[config.mk]
export PLATFORM = sky130hd
export DESIGN_NAME = xbus_wait_seq
export DESIGN_NICKNAME = d
export VERILOG_FILES = /design/src/rtl/xbw_pkg.sv /design/src/rtl/xbw_tail_calc.sv /design/src/rtl/xbw_cs_decode.sv /design/src/rtl/xbw_strobe_gen.sv /design/src/rtl/xbus_wait_seq.sv
export SDC_FILE = /design/constraint.sdc
export NUM_CORES = 1
export LEC_CHECK = 0
export ABC_AREA = 1
export BUFFER_PORTS_ARGS = -buffer_cell sky130_fd_sc_hd__buf_2
export CAP_MARGIN = 15
export CORE_MARGIN = 3
export CORE_UTILIZATION = 48
export CTS_CLUSTER_DIAMETER = 30
export CTS_CLUSTER_SIZE = 14
export DETAILED_ROUTE_END_ITERATION = 10
export HOLD_SLACK_MARGIN = 0.05
export PLACE_DENSITY = 0.88
export SLEW_MARGIN = 20
export SYNTH_ARGS = -nofsm -noshare
export SYNTH_HDL_FRONTEND = slang
export SYNTH_SLANG_ARGS = --single-unit
[constraint.sdc]
create_clock -name clk -period 1.8 [get_ports clk]
set_clock_uncertainty 0.15 [all_clocks]
set_input_delay 0.18 -clock clk [delete_from_list [all_inputs] [get_ports clk]]
set_output_delay 0.18 -clock clk [all_outputs]
set_load 0.01 [all_outputs]
[src/rtl/xbw_pkg.sv]
`timescale 1ns/1ps
package xbw_pkg;

    typedef enum logic [2:0] {
        PH_IDLE = 3'd0,
        PH_T1   = 3'd1,
        PH_TW   = 3'd2,
        PH_TWX  = 3'd3,
        PH_T2   = 3'd4
    } phase_e;

    // Release-delay select codes for the long-hold space
    localparam logic [1:0] TAIL_1 = 2'b00;
    localparam logic [1:0] TAIL_2 = 2'b01;
    localparam logic [1:0] TAIL_4 = 2'b10;

endpackage

[src/rtl/xbw_tail_calc.sv]
`timescale 1ns/1ps
// Number of extra post-wait cycles (release delay minus one) for a space.
module xbw_tail_calc #(
    parameter int SPACE_W    = 3,
    parameter int LONG_SPACE = 4,
    parameter int CNT_W      = 2
) (
    input  logic [SPACE_W-1:0] space,
    input  logic [1:0]         sel,
    output logic [CNT_W-1:0]   extra
);
    import xbw_pkg::*;

    always_comb begin
        extra = '0;
        if (space == SPACE_W'(LONG_SPACE)) begin
            unique case (sel)
                TAIL_1:  extra = CNT_W'(0);
                TAIL_2:  extra = CNT_W'(1);
                TAIL_4:  extra = CNT_W'(3);
                default: extra = CNT_W'(3);
            endcase
        end
    end
endmodule

[src/rtl/xbw_cs_decode.sv]
`timescale 1ns/1ps
// Active-low chip-select per space.
module xbw_cs_decode #(
    parameter int NUM_SPACES = 5,
    parameter int SPACE_W    = 3
) (
    input  logic                  active,
    input  logic [SPACE_W-1:0]    space,
    output logic [NUM_SPACES-1:0] cs_n
);
    for (genvar g = 0; g < NUM_SPACES; g++) begin : g_cs
        assign cs_n[g] = !(active && (space == SPACE_W'(g)));
    end
endmodule

[src/rtl/xbw_strobe_gen.sv]
`timescale 1ns/1ps
// Derives bus strobes from the registered access phase.
module xbw_strobe_gen #(
    parameter int LANES = 2
) (
    input  xbw_pkg::phase_e   phase,
    input  logic              write,
    input  logic              dma,
    input  logic              dack_low,
    input  logic [LANES-1:0]  be,
    output logic              active,
    output logic              start_n,
    output logic              rd_n,
    output logic [LANES-1:0]  we_n,
    output logic              oe,
    output logic              dack
);
    import xbw_pkg::*;

    assign active  = (phase != PH_IDLE);
    assign start_n = (phase != PH_T1);
    assign rd_n    = !(active && !write);
    assign we_n    = (active && write) ? ~be : '1;
    assign oe      = active && write;
    assign dack    = (active && dma) ^ dack_low;
endmodule

[src/rtl/xbus_wait_seq.sv]
`timescale 1ns/1ps
module xbus_wait_seq #(
    parameter int ADDR_W     = 24,
    parameter int DATA_W     = 16,
    parameter int LANES      = 2,
    parameter int NUM_SPACES = 5,
    parameter int LONG_SPACE = 4
) (
    input  logic                          clk,
    input  logic                          rst_n,
    input  logic                          req_valid,
    output logic                          req_ready,
    input  logic                          req_write,
    input  logic [$clog2(NUM_SPACES)-1:0] req_space,
    input  logic [ADDR_W-1:0]             req_addr,
    input  logic [DATA_W-1:0]             req_wdata,
    input  logic [LANES-1:0]              req_be,
    input  logic                          req_dma,
    input  logic [1:0]                    cfg_tail_sel,
    input  logic                          cfg_dack_low,
    output logic                          done,
    output logic [DATA_W-1:0]             rdata,
    output logic [ADDR_W-1:0]             bus_addr,
    output logic [NUM_SPACES-1:0]         bus_cs_n,
    output logic                          bus_rd_n,
    output logic [LANES-1:0]              bus_we_n,
    output logic                          bus_start_n,
    output logic                          bus_dack,
    input  logic                          bus_wait_n,
    output logic [DATA_W-1:0]             bus_data_out,
    output logic                          bus_data_oe,
    input  logic [DATA_W-1:0]             bus_data_in
);
    import xbw_pkg::*;

    localparam int SPACE_W = $clog2(NUM_SPACES);
    localparam int CNT_W   = 2;

    typedef struct packed {
        phase_e              phase;
        logic [SPACE_W-1:0]  space;
        logic                write;
        logic                dma;
        logic                dack_low;
        logic [LANES-1:0]    be;
        logic [CNT_W-1:0]    cnt;
        logic [ADDR_W-1:0]   addr;
        logic [DATA_W-1:0]   wdata;
        logic [DATA_W-1:0]   rdata;
        logic                done;
    } seq_t;

    seq_t             s_q, s_d;
    logic [CNT_W-1:0] tail_extra;
    logic             active;

    xbw_tail_calc #(
        .SPACE_W    (SPACE_W),
        .LONG_SPACE (LONG_SPACE),
        .CNT_W      (CNT_W)
    ) u_tail (
        .space (req_space),
        .sel   (cfg_tail_sel),
        .extra (tail_extra)
    );

    always_comb begin
        s_d      = s_q;
        s_d.done = 1'b0;
        unique case (s_q.phase)
            PH_IDLE: begin
                if (req_valid) begin
                    s_d.phase    = PH_T1;
                    s_d.space    = req_space;
                    s_d.write    = req_write;
                    s_d.dma      = req_dma;
                    s_d.dack_low = cfg_dack_low;
                    s_d.be       = req_be;
                    s_d.cnt      = tail_extra;
                    s_d.addr     = req_addr;
                    s_d.wdata    = req_wdata;
                end
            end
            PH_T1: s_d.phase = PH_TW;
            PH_TW: begin
                if (bus_wait_n) begin
                    s_d.phase = (s_q.cnt == '0) ? PH_T2 : PH_TWX;
                end
            end
            PH_TWX: begin
                if (s_q.cnt <= CNT_W'(1)) begin
                    s_d.phase = PH_T2;
                end else begin
                    s_d.cnt = s_q.cnt - CNT_W'(1);
                end
            end
            PH_T2: begin
                s_d.phase = PH_IDLE;
                s_d.done  = 1'b1;
                if (!s_q.write) begin
                    s_d.rdata = bus_data_in;
                end
            end
            default: s_d.phase = PH_IDLE;
        endcase
    end

    always_ff @(posedge clk or negedge rst_n) begin
        if (!rst_n) begin
            s_q <= '{phase: PH_IDLE, default: '0};
        end else begin
            s_q <= s_d;
        end
    end

    xbw_strobe_gen #(
        .LANES (LANES)
    ) u_strobe (
        .phase    (s_q.phase),
        .write    (s_q.write),
        .dma      (s_q.dma),
        .dack_low (s_q.dack_low),
        .be       (s_q.be),
        .active   (active),
        .start_n  (bus_start_n),
        .rd_n     (bus_rd_n),
        .we_n     (bus_we_n),
        .oe       (bus_data_oe),
        .dack     (bus_dack)
    );

    xbw_cs_decode #(
        .NUM_SPACES (NUM_SPACES),
        .SPACE_W    (SPACE_W)
    ) u_cs (
        .active (active),
        .space  (s_q.space),
        .cs_n   (bus_cs_n)
    );

    assign req_ready    = (s_q.phase == PH_IDLE);
    assign done         = s_q.done;
    assign rdata        = s_q.rdata;
    assign bus_addr     = s_q.addr;
    assign bus_data_out = s_q.wdata;

endmodule

== Word-level counts from Yosys, hierarchy flattened ==
Cells that the tools add are included.

* Add/subtract/negate cells: 1
* $lt $le $gt $ge: 1
* Eq/ne operators: 15
* Muxes and demuxes: 11
* Bitwise gates (word level): 3
* Reduce and logical (&&, ||, !) cells: 25

{| class="wikitable"
|+ Operators with widths
! cell !! number
|-
| 2-to-1 mux 53 bit || 1
|-
| equality test 3 x 2 -> 1 bit, second input constant || 4
|-
| case mux 3 bit (4 select lines) || 1
|-
| equality test 3 bit, second input constant || 3
|-
| 2-to-1 mux 3 bit || 3
|-
| logical AND 1 bit || 8
|-
| != test 2 bit, second input constant || 4
|-
| case mux 2 bit (2 select lines) || 2
|-
| zero test 1 bit || 7
|-
| equality test 3 x 1 -> 1 bit, second input constant || 2
|-
| zero test 3 bit || 2
|-
| 2-to-1 mux 2 bit || 3
|-
| AND reduction 3 bit || 2
|-
| zero test 2 bit || 2
|-
| AND reduction 2 bit || 2
|-
| != test 3 x 1 -> 1 bit, second input constant || 1
|-
| nonzero test 3 bit || 1
|-
| equality test 2 x 1 -> 1 bit, second input constant || 1
|-
| less-or-equal comparator 2 x 1 -> 1 bit, second input constant || 1
|-
| inverter 2 bit || 1
|-
| nonzero test 2 bit || 1
|-
| subtractor 2 x 1 -> 2 bit, second input constant || 1
|-
| 2-to-1 mux 1 bit || 1
|-
| inverter 1 bit || 1
|-
| bitwise XOR 1 bit || 1
|}

* Register bits: 70
* Input bits: 70
* Word-level logic and storage cells: 67

== Logic depth before layout (Yosys ltp) ==
* Word-level depth: 5
* Mapped depth: 8

== Cells and area by module ==
Synthesis repeated with hierarchy kept, for this count alone.

* Cell total of the unflattened synthesis: 417
* Area, all modules: 3474.6 µm²

{| class="wikitable"
|+ By module, submodules not included
! module !! instances !! cells each !! area each (µm²)
|-
| xbus_wait_seq || 1 || 380 || 3314.4
|-
| xbw_strobe_gen || 1 || 15 || 70.1
|-
| xbw_cs_decode || 1 || 16 || 67.6
|-
| xbw_tail_calc || 1 || 6 || 22.5
|}

== Worst setup path before layout ==
OpenSTA, ideal clock, no wires.

* Kind: reg2out
* Start point: reg s_q[68] (netlist bit)
* End point: out bus_we_n[0]
* Data arrival time: 1127 ps
* Data required time: 1470 ps
* Path slack: 343 ps
* Stages on the path, launching flop included: 6
* Path through: dfrtp_1 nor2_1 nand2_1 inv_2 nor2_1 nand2_1

* Longest elaborated chain between the ends: 3

{| class="wikitable"
|+ Ends and longest elaborated chain
! item !! line !! text
|-
| start: declaration || xbus_wait_seq.sv:53 || <nowiki>seq_t s_q, s_d;</nowiki>
|-
| start signal: assignment || xbus_wait_seq.sv:110 || <nowiki>s_q <= '{phase: PH_IDLE, default: '0};</nowiki>
|-
| start signal: assignment || xbus_wait_seq.sv:112 || <nowiki>s_q <= s_d;</nowiki>
|-
| nonzero test 3 bit || xbw_strobe_gen.sv:20 || <nowiki>assign active = (phase != PH_IDLE);</nowiki>
|-
| logical AND 1 bit || n/a ||
|-
| via bus_data_oe || xbus_wait_seq.sv:31 || <nowiki>output logic bus_data_oe,</nowiki>
|-
| 2-to-1 mux 2 bit || xbw_strobe_gen.sv:23 || <nowiki>assign we_n = (active && write) ? ~be : '1;</nowiki>
|-
| end: declaration || xbus_wait_seq.sv:26 || <nowiki>output logic [LANES-1:0] bus_we_n,</nowiki>
|}

The timed path passes the listed nets, and every way through them passes these cells.

== Final worst setup path ==
* Start point: reg s_q[67] (netlist bit)
* End point: out bus_cs_n[3]

* Longest elaborated chain between the ends: 3

{| class="wikitable"
|+ Ends and longest elaborated chain
! item !! line !! text
|-
| nonzero test 3 bit || xbw_strobe_gen.sv:20 ||
|-
| logical AND 1 bit || xbw_cs_decode.sv:12 || <nowiki>assign cs_n[g] = !(active && (space == SPACE_W'(g)));</nowiki>
|-
| zero test 1 bit || xbw_cs_decode.sv:12 ||
|-
| end: declaration || xbus_wait_seq.sv:24 || <nowiki>output logic [NUM_SPACES-1:0] bus_cs_n,</nowiki>
|}

Every way passes these cells.

==> flow_metrics.py <==
metrics = {
    "floorplan": {
        "dieHeight_um": 89.7,
        "start_util": 0.512,
        "num_rows": 29,
        "core_area_mm2": 0.00657,
        "io_pins": 139,
        "die_area_mm2": 0.00804,
        "die_w_um": 89.7,
    },
    "critical_path": {
        "crit_arrival_ps": 1410,
        "r2r_cells": 6,
        "max_stage_delay_ps": 460,
        "critical_path.startpoint_type": "flop",
        "crit_path_max_fanout": 5,
        "regToRegEndpoint": "s_q[61]$_DFFE_PN0P_",
        "cp.required_ps": 1470,
        "regToRegStartpoint": "s_q[67]$_DFFE_PN0P_",
        "rrSetupSlack_ps": 300,
        "path_cells": "nor2_4 > nand2_4 > buf_4 > nand4_1 > buf_2",
        "critical_path_class": "flop to output port",
        "slowest_stage": "dfrtp_2",
        "critPathCaptureType": "output port",
    },
    "power_and_ir_drop": {
        "power_mw": 7.13,
        "ir_worst_vdd_mv": 0.772,
        "power_density_mw_per_mm2": 1550,
        "p_leak_nw": 2.59,
    },
    "timing": {
        "final-hold-violation-count": 0,
        "tightest_slew_ps": 426,
        "clock.fmax_mhz": 574,
        "layout_setup_ws_ps": 57.6,
        "finalCritPeriodShare": 0.968,
        "rsz0062_at_grt": "true",
        "slew_violations": 0,
        "setup_viol": 0,
        "period_minus_slack_ps": 1740,
        "slew_headroom": 0.716,
    },
    "finish": {
        "synthToLayoutAreaGrowth_pct": 36.8,
        "regArea_mm2": 0.00175,
        "layout_common_cells": "192 x nand2_1, 138 x buf_2, 68 x dfrtp_1",
        "final_common_cell": "nand2_1",
        "n_antenna_cell": 0,
        "final_nets": 630,
        "drive_gt1_frac": 0.304,
        "multi_input_area_mm2": 0.00103,
        "final_util": 0.700,
        "fillers": 485,
    },
    "drt": {
        "drt_first_pass_iters": 5,
        "totalWireLength_um": 8490,
        "viasPerCell": 4.59,
        "wl_per_cell_um": 13.0,
        "drc": 0,
        "postRouteAntennaNets": 0,
        "via_count": 3006,
        "dr.first_iter.drc_count": 103,
    },
    "synthesis": {
        "syn_area_per_cell_um2": 8.27,
        "ys_types": 20,
        "ys_ff_latch": 70,
        "yosysSeqAreaShare": 0.521,
        "yosysWarnings": 0,
        "synth_cells": 406,
        "syn-cell-area_mm2": 0.00336,
        "synth_nets": 478,
    },
    "min_path": {
        "whs_endpoint": "s_q[67]$_DFFE_PN0P_",
        "hp-start": "bus_wait_n",
        "whs_path_depth": 7,
        "hold_path.class": "input pin to flop",
    },
    "placed_design": {
        "place_ws_ps": 226,
        "dp_hpwl_um": 5280,
        "io_buffer_count": 138,
        "gp_congestion": 0.794,
    },
    "global_route": {
        "grt_pass1_wl_um": 13300,
        "antenna_found_initial": 0,
        "grt_pass1_vias": 2996,
        "grt_max_degree": 71,
        "grt_overflow": 0,
        "grtUsageTotal": 0.219,
    },
    "clock_tree": {
        "cts_buffer_depth": 2,
        "root_buffer": "clkbuf_8",
        "clock_latency_ps": 320,
        "h-tree-depth": 3,
        "cts_tree": "yes",
        "cts.clk_slew.worst_paths_ps": 60,
        "cts_buffers": 9,
        "cts.sinks": 70,
    },
    "run_status": {
        "status": "finished clean",
    },
    "run": {
        "cap_violations": 0,
    },
}
synthesized netlist by cell type:
master | n | area (um2)
and2_1 | 1 | 6.26
buf_2 | 7 | 35.0
buf_4 | 58 | 435
buf_6 | 4 | 45.0
clkbuf_1 | 1 | 3.75
dfrtp_1 | 70 | 1750
ha_1 | 2 | 25.0
inv_1 | 18 | 67.6
inv_2 | 3 | 11.3
nand2_1 | 194 | 728
nand2_4 | 1 | 11.3
nand3_1 | 22 | 110
nand3b_1 | 1 | 7.51
nand4_1 | 2 | 12.5
nor2_1 | 13 | 48.8
nor3_1 | 1 | 5.00
nor3_4 | 1 | 16.3
o21ai_0 | 5 | 25.0
o21ai_1 | 1 | 5.00
xor2_1 | 1 | 8.76
critical path, delay by kind of cell, from the launching register on:
family | cells | cell delay [ps]
DFF | 1 | 460
and+or+nand+nor | 3 | 330
buffers and inverters | 2 | 300
final cells by class:
class | instances | share of cell area
Clock buffer | 15 | 0.0406
Inverter | 21 | 0.0171
Multi-Input combinational cell | 245 | 0.225
Sequential cell | 70 | 0.382
Tap cell | 93 | 0.0253
Timing Repair Buffer | 211 | 0.310
state kept, by name, summed over array words and instances, names as in the netlist:
name and flops:
done 1, s_q 13, bus_data_out 16, bus_addr 24, rdata 16
kinds of logic (layout without fill, tap and decap cells):
family / count (synthesis) / count (layout) / synth area share
DFF: 70 / 70 / 0.521
buffers and inverters: 91 / 247 / 0.178
adders and majority gates: 2 / 2 / 0.00745
xor gates and xnor gates: 1 / 1 / 0.00261
AOI/OAI and AO/OA: 6 / 6 / 0.00894
and+or+nand+nor: 236 / 236 / 0.282
routing by layer:
layer / part of all wire / wire (um) / up-vias / global-route usage
met5: 0 / 0 / - / 0
met1: 0.38 / 3200 / 1370 / 0.230
li1: - / - / 1474 / -
met2: 0.51 / 4370 / 136 / 0.401
met4: 0.034 / 286 / 0 / 0.115
met3: 0.075 / 634 / 26 / 0.0502
power breakdown:
part	switching [mW]	leakage (nW)	internal, mW
logic	1.91	1.63	1.27
registers	0.455	0.861	2.34
clock network	0.511	0.0958	0.646
stage by stage:
| step | cell area, um2 | setup TNS [ps] | hold slack [ps] | cells |
|---|---|---|---|---|
| final | 4600 | 0 | 106 | 655 |
| after detailed placement | 3730 | 0 | 88.8 | 574 |
| after CTS | 4580 | 0 | 86.4 | 655 |
| after floorplan | 3360 | 0 | -266 | 406 |
| after global placement | 3730 | 0 | 77.6 | 574 |
| after global routing | 4600 | -28.2 | 131 | 655 |
worst max path at each step:
stage / from / endpoint / cells after the start
floorplan: s_q[68]$_DFFE_PN0P_ / bus_we_n[0] / 5
global placement: s_q[68]$_DFFE_PN0P_ / bus_dack / 5
detailed placement: s_q[68]$_DFFE_PN0P_ / bus_dack / 5
CTS: s_q[68]$_DFFE_PN0P_ / bus_dack / 5
global route: s_q[67]$_DFFE_PN0P_ / bus_dack / 5
finish: s_q[67]$_DFFE_PN0P_ / bus_cs_n[3] / 5
what timing repair did:
| action | in CTS | in global routing |
|---|---|---|
| endpoints found under the hold margin | 134 | 0 |
| pin swaps | 1 | 3 |
| hold buffers | 65 | 0 |
| buffers inserted | 1 | 0 |
| endpoints found under the setup margin | 6 | 7 |
| gates resized for setup | 4 | 4 |
No activity file was read; power rests on OpenSTA's default activity.
